**src/rtl/irq_gate_pkg.sv**
```systemverilog
package irq_gate_pkg;
  localparam int ADDR_W = 3;

  localparam logic [ADDR_W-1:0] A_CORE  = 3'd0;
  localparam logic [ADDR_W-1:0] A_PEN   = 3'd1;
  localparam logic [ADDR_W-1:0] A_PFLG  = 3'd2;
  localparam logic [ADDR_W-1:0] A_CFG   = 3'd3;
  localparam logic [ADDR_W-1:0] A_PORT  = 3'd4;

  localparam int B_GIE  = 7;
  localparam int B_PEIE = 6;
  localparam int NCORE  = 3;
endpackage

```
**src/rtl/irq_sync2.sv**
```systemverilog
module irq_sync2 #(
  parameter int W = 1
) (
  input  logic         clk,
  input  logic         rst_n,
  input  logic [W-1:0] d,
  output logic [W-1:0] q
);
  logic [W-1:0] s1_q;
  logic [W-1:0] s2_q;

  always_ff @(posedge clk or negedge rst_n) begin
    if (!rst_n) begin
      s1_q <= '0;
      s2_q <= '0;
    end else begin
      s1_q <= d;
      s2_q <= s1_q;
    end
  end

  assign q = s2_q;
endmodule

```
**src/rtl/irq_edge_det.sv**
```systemverilog
module irq_edge_det (
  input  logic clk,
  input  logic rst_n,
  input  logic lvl,
  input  logic rise_sel,
  output logic hit
);
  logic prev_q;

  always_ff @(posedge clk or negedge rst_n) begin
    if (!rst_n) prev_q <= 1'b0;
    else        prev_q <= lvl;
  end

  always_comb begin
    if (rise_sel) hit = lvl & ~prev_q;
    else          hit = ~lvl & prev_q;
  end
endmodule

```
**src/rtl/irq_port_watch.sv**
```systemverilog
module irq_port_watch #(
  parameter int W = 8
) (
  input  logic         clk,
  input  logic         rst_n,
  input  logic [W-1:0] pins,
  input  logic         load,
  output logic         changed
);
  logic [W-1:0] snap_q;
  logic [W-1:0] snap_d;

  always_comb begin
    snap_d = snap_q;
    if (load) snap_d = pins;
  end

  always_ff @(posedge clk or negedge rst_n) begin
    if (!rst_n) snap_q <= '0;
    else        snap_q <= snap_d;
  end

  assign changed = |(pins ^ snap_q);
endmodule

```
**src/rtl/irq_gate_ctrl.sv**
```systemverilog
module irq_gate_ctrl
  import irq_gate_pkg::*;
#(
  parameter int NPER  = 4,
  parameter int PORTW = 8
) (
  input  logic              clk,
  input  logic              rst_n,
  input  logic              tmr_ovf,
  input  logic              ext_pin,
  input  logic [PORTW-1:0]  port_pins,
  input  logic [NPER-1:0]   periph_req,
  input  logic              irq_ack,
  input  logic              irq_ret,
  input  logic              bus_wr,
  input  logic              bus_rd,
  input  logic [ADDR_W-1:0] bus_addr,
  input  logic [7:0]        bus_wdata,
  output logic [7:0]        bus_rdata,
  output logic              irq_req
);
  localparam int SYNCW = PORTW + 1;

  // reset: asserted asynchronously, released on the clock
  logic [1:0] rst_pipe_q;
  logic       rst_q;
  always_ff @(posedge clk or negedge rst_n) begin
    if (!rst_n) rst_pipe_q <= 2'b00;
    else        rst_pipe_q <= {rst_pipe_q[0], 1'b1};
  end
  assign rst_q = rst_pipe_q[1];

  // input synchronizers and detectors
  logic [SYNCW-1:0] sync_q;
  logic [PORTW-1:0] pins_s;
  logic             ext_s;
  logic             ext_hit;
  logic             port_diff;
  logic             edge_rise_q;
  logic             wr_core, wr_pen, wr_pflg, wr_cfg, rd_port;

  irq_sync2 #(.W(SYNCW)) u_sync (
    .clk(clk), .rst_n(rst_q), .d({ext_pin, port_pins}), .q(sync_q)
  );
  assign ext_s  = sync_q[SYNCW-1];
  assign pins_s = sync_q[PORTW-1:0];

  irq_edge_det u_edge (
    .clk(clk), .rst_n(rst_q), .lvl(ext_s), .rise_sel(edge_rise_q), .hit(ext_hit)
  );

  irq_port_watch #(.W(PORTW)) u_watch (
    .clk(clk), .rst_n(rst_q), .pins(pins_s), .load(rd_port), .changed(port_diff)
  );

  // register decode
  assign wr_core = bus_wr && (bus_addr == A_CORE);
  assign wr_pen  = bus_wr && (bus_addr == A_PEN);
  assign wr_pflg = bus_wr && (bus_addr == A_PFLG);
  assign wr_cfg  = bus_wr && (bus_addr == A_CFG);
  assign rd_port = bus_rd && (bus_addr == A_PORT);

  // state
  logic             gie_q, gie_d;
  logic             peie_q, peie_d;
  logic [NCORE-1:0] en_q, en_d;
  logic [NCORE-1:0] fl_q, fl_d;
  logic [NCORE-1:0] core_evt;
  logic [NPER-1:0]  pen_q, pen_d;
  logic [NPER-1:0]  pfl_q, pfl_d;
  logic             edge_rise_d;

  // core sources in bit order: timer, pin, port
  assign core_evt = {tmr_ovf, ext_hit, port_diff};

  always_comb begin
    gie_d       = gie_q;
    peie_d      = peie_q;
    en_d        = en_q;
    fl_d        = fl_q;
    pen_d       = pen_q;
    pfl_d       = pfl_q;
    edge_rise_d = edge_rise_q;

    if (wr_core) begin
      gie_d  = bus_wdata[B_GIE];
      peie_d = bus_wdata[B_PEIE];
      en_d   = bus_wdata[2*NCORE-1:NCORE];
      fl_d   = bus_wdata[NCORE-1:0];
    end
    fl_d = fl_d | core_evt;

    if (irq_ack)      gie_d = 1'b0;
    else if (irq_ret) gie_d = 1'b1;

    if (wr_pen)  pen_d = bus_wdata[NPER-1:0];
    if (wr_pflg) pfl_d = bus_wdata[NPER-1:0];
    pfl_d = pfl_d | periph_req;

    if (wr_cfg) edge_rise_d = bus_wdata[0];
  end

  always_ff @(posedge clk or negedge rst_q) begin
    if (!rst_q) begin
      gie_q       <= 1'b0;
      peie_q      <= 1'b0;
      en_q        <= '0;
      fl_q        <= '0;
      pen_q       <= '0;
      pfl_q       <= '0;
      edge_rise_q <= 1'b0;
    end else begin
      gie_q       <= gie_d;
      peie_q      <= peie_d;
      en_q        <= en_d;
      fl_q        <= fl_d;
      pen_q       <= pen_d;
      pfl_q       <= pfl_d;
      edge_rise_q <= edge_rise_d;
    end
  end

  // readback
  always_comb begin
    bus_rdata = '0;
    case (bus_addr)
      A_CORE: bus_rdata = {gie_q, peie_q, en_q, fl_q};
      A_PEN:  bus_rdata[NPER-1:0] = pen_q;
      A_PFLG: bus_rdata[NPER-1:0] = pfl_q;
      A_CFG:  bus_rdata[0] = edge_rise_q;
      A_PORT: bus_rdata[PORTW-1:0] = pins_s;
      default: bus_rdata = '0;
    endcase
  end

  // two-level gating
  logic core_pend, grp_pend;
  assign core_pend = |(en_q & fl_q);
  assign grp_pend  = peie_q & (|(pen_q & pfl_q));
  assign irq_req   = gie_q & (core_pend | grp_pend);
endmodule

```
**config.mk**
```make
export PLATFORM = sky130hd
export DESIGN_NAME = irq_gate_ctrl
export DESIGN_NICKNAME = d
export VERILOG_FILES = /design/src/rtl/irq_gate_pkg.sv /design/src/rtl/irq_sync2.sv /design/src/rtl/irq_edge_det.sv /design/src/rtl/irq_port_watch.sv /design/src/rtl/irq_gate_ctrl.sv
export SDC_FILE = /design/constraint.sdc
export NUM_CORES = 1
export LEC_CHECK = 0
export BUFFER_PORTS_ARGS = -buffer_cell sky130_fd_sc_hd__buf_2
export CORE_MARGIN = 1.5
export CORE_UTILIZATION = 56
export CTS_BUF_LIST = sky130_fd_sc_hd__clkbuf_8
export DETAILED_ROUTE_END_ITERATION = 8
export PLACE_DENSITY = 0.81
export REMOVE_ABC_BUFFERS = 1
export SLEW_MARGIN = 20
export SYNTH_ARGS = -nofsm -noshare
export SYNTH_HDL_FRONTEND = slang
export SYNTH_SLANG_ARGS = --single-unit
```
**constraint.sdc**
```tcl
create_clock -name clk -period 1.7 [get_ports clk]
set_clock_uncertainty 0.1 [all_clocks]
set_input_delay 0.34 -clock clk [delete_from_list [all_inputs] [get_ports clk]]
set_output_delay 0.34 -clock clk [all_outputs]
set_load 0.05 [all_outputs]
```
==> reports/qor.csv <==
stage,metric,value,unit
drt,route.detailed.drc,0,
synthesis,synth_top_area_cell,dfrtp_1,
final_layout,final_cell_mix,"dfrtp_1 (46), buf_2 (29), buf_4 (21)",
power,power_density,1010,mW/mm2
worst_setup_path,critPathKind,reg -> out,
placed_design,gp_congestion,0.819,
clocking,insertion_delay,0.29,ns
synthesis,async_flop_share,100,%
worst_setup_path,worstPathRequired,1.26,ns
floorplan,dieArea,0.00379,mm2
synthesis,yosys_register_bits,46,
synthesis,synth_compound_area_share,8.26,%
worst_setup_path,path_max_fanout,2,
synthesis,syn_area,0.00192,mm2
worst_setup_path,r2r-end,fl_q[0]$_DFF_PN0_,
global_route,grt_max_degree,32,
synthesis,postSynthCellCount,140,
global_route,grt_pass1_vias,1294,
worst_setup_path,worstRegToRegCells,3,
synthesis,synth_fa_ha_area_share,0,%
drt,first_iter_violations,84,
clocking,clkTransAtPathRegs,0.08,ns
timing,max_freq,0.543,GHz
job,cap_violations,0,
clocking,cts_root_buf,clkbuf_8,
min_path,hold_path.class,in -> reg,
drt,first_pass_iters,4,
final_layout,nNetsFinal,230,
clocking,cts_tree,built,
timing,setup_viol,6,
final_layout,final_common_cell,dfrtp_1,
synthesis,seq_area_frac_synth,59.9,%
worst_setup_path,crit_chain,a222oi_1 > a21boi_1 > buf_6,
clocking,h-tree-depth,2,
worst_setup_path,crit_path_start_kind,flop,
synthesis,synth-xor-area-share,3.64,%
worst_setup_path,crit_path_end,irq_req,
final_layout,instances_no_fill,246,
worst_setup_path,max_stage_delay,0.41,ns
placed_design,placed_cell_area,0.00224,mm2
worst_setup_path,startpoint,en_q[2]$_DFFE_PN0P_,
drt,routed_wl,3920,um
clocking,cts_buffer_depth,2,
clocking,cts_made_buffers,5,
placed_design,pre_cts_slack,-0.0508,ns
worst_setup_path,r2r-start,u_sync.q[5]$_DFF_PN0_,
drt,via_count,1354,
timing,rsz0062_at_grt,true,
floorplan,start_util,58.1,%
power,power,2490,uW
synthesis,synth-warning-count,0,
synthesis,ys.flop_type,dfrtp_1,
worst_setup_path,slowest_stage,dfrtp_1,
synthesis,muxShareOfSynthArea,15.7,%
placed_design,hpwl,2790,um
worst_setup_path,worstSetupPathDepth,3,
timing,slew_violations,0,
synthesis,synthTopCellsByArea,"dfrtp_1 (60%), mux2_2 (10%), mux2i_1 (5.7%)",
synthesis,synthSimpleGateAreaFrac,10.0,%
final_layout,postLayoutCellArea,0.00246,mm2
floorplan,rows,21,
final_layout,finish.utilization,74.4,%
final_layout,regArea,0.00115,mm2
final_layout,multiInputGateArea,767,um2
synthesis,avgSynthCellArea,13.7,um2
worst_setup_path,r2r_slack,0.43,ns
floorplan,die_w,61.6,um
power,power.leakage,0.00111,uW
timing,worst_slack,-0.142,ns
status,violations,negative setup slack,
placed_design,place_inst,233,
worst_setup_path,end_kind,primary output,
global_route,grt_usage,23.0,%
status,status,"complete, but fails checks",
synthesis,synth_top_family_by_area,multiplexers,
drt,drt-wirelength-per-cell,15.9,um
floorplan,die_h,61.6,um
timing,min_period_over_period,108,%
final_layout,drive_gt1_share,46.0,%
worst_setup_path,critPathTopFamily,compound AO/OA/AOI/OAI gates,
drt,detail-route-antenna-nets,0,
final_layout,fill_cells,213,
timing,min_period,1.84,ns
global_route,overflow,0,
worst_setup_path,crit_buf_inv,1,
final_layout,layout-area-overhead-vs-synth,28.0,%
power,ir_drop,0.000628,V
synthesis,synth-edff-count,0,
worst_setup_path,arrival,1.40,ns
floorplan,core,0.00331,mm2
placed_design,port_buffers,39,
drt,viasPerCell,5.50,
timing,hold_viol,0,
final_layout,diodes,0,
synthesis,synth_top_cell_area_share,59.9,%
global_route,grt_antenna_before_repair,0,
synthesis,synth.distinct_cells,31,
global_route,grt_pass1_wl,5980,um
floorplan,io_pins,40,
clocking,cts.sinks,46,
worst min path at each step:
| stage | start | endpoint | cells past startpoint |
|---|---|---|---|
| finish | port_pins[1] | u_sync.s1_q[1]$_DFF_PN0_ | 1 |
| global route | port_pins[1] | u_sync.s1_q[1]$_DFF_PN0_ | 1 |
| CTS | port_pins[6] | u_sync.s1_q[6]$_DFF_PN0_ | 1 |
| detailed placement | rst_n | rst_pipe_q[0]$_DFF_PN0_ | 1 |
| global placement | rst_n | rst_pipe_q[0]$_DFF_PN0_ | 1 |
| floorplan | rst_n | rst_pipe_q[0]$_DFF_PN0_ | 0 |
flip-flops by register name, summed over array words and instances, names as in the netlist:
name / cells
pen_q: 4
en_q: 3
u_sync.q: 9
gie_q: 1
u_edge.prev_q: 1
peie_q: 1
pfl_q: 4
u_watch.snap_q: 8
u_sync.s1_q: 9
edge_rise_q: 1
fl_q: 3
rst_pipe_q: 2
metrics by stage:
stage / hold slack [ns] / TNS, ns
2_1_floorplan: -0.0556 / -2.69
3_3_place_gp: 0.0258 / -0.0713
3_5_place_dp: 0.0305 / -0.323
4_1_cts: 0.0334 / -0.400
5_1_grt: 0.0307 / -0.786
6_report: 0.0442 / -0.404
logic make-up (layout without fill, tap and decap cells):
kind of cell    count (synthesis)  count (layout)
buf+inv                         7              67
other cells                     1               1
simple gates                   29              29
mux                            28              28
compound gates                 21              21
xor+xnor                        8               8
flops                          46              46
where the power goes:
| part | switching [uW] | internal, uW |
|---|---|---|
| registers | 99.8 | 1220 |
| clock network | 341 | 329 |
| logic | 242 | 264 |
| total | 682 | 1810 |
timing repair:
action                                 in CTS  in global routing
resized for setup                          17                 13
setup endpoints to repair                   8                  9
hold buffers                                1                  0
endpoints found under the hold margin       2                  0
pin swaps                                   5                  5
buffers inserted                            2                  2
synthesized netlist by cell type (all sizes together) (2+ instances only):
library cell / n
nor2b: 6
a2bb2oi: 3
dfrtp: 46
o21ai: 4
mux2: 17
mux2i: 11
xor2: 8
and4bb: 2
buf: 5
a211o: 5
nand3: 2
nor3: 5
nand2: 7
nor4: 2
o21a: 2
a22o: 2
layout make-up:
class                           instances  share of cell area, %
Inverter                                1                  0.152
Timing Repair Buffer                   58                   15.8
Tap cell                               46                   2.34
Clock inverter                          2                  0.508
Multi-Input combinational cell         87                   31.1
Sequential cell                        46                   46.7
Clock buffer                            6                   3.35
layer usage:
layer	wire, um	vias to the layer above	part of all wire, %	global-route usage [%]
li1	-	622	-	-
met1	1660	682	42	27.6
met2	2020	42	52	40.0
met3	153	8	3.9	3.78
met4	79	0	2.0	11.2
met5	0	-	0	0
No activity file was read; power rests on OpenSTA's default activity.
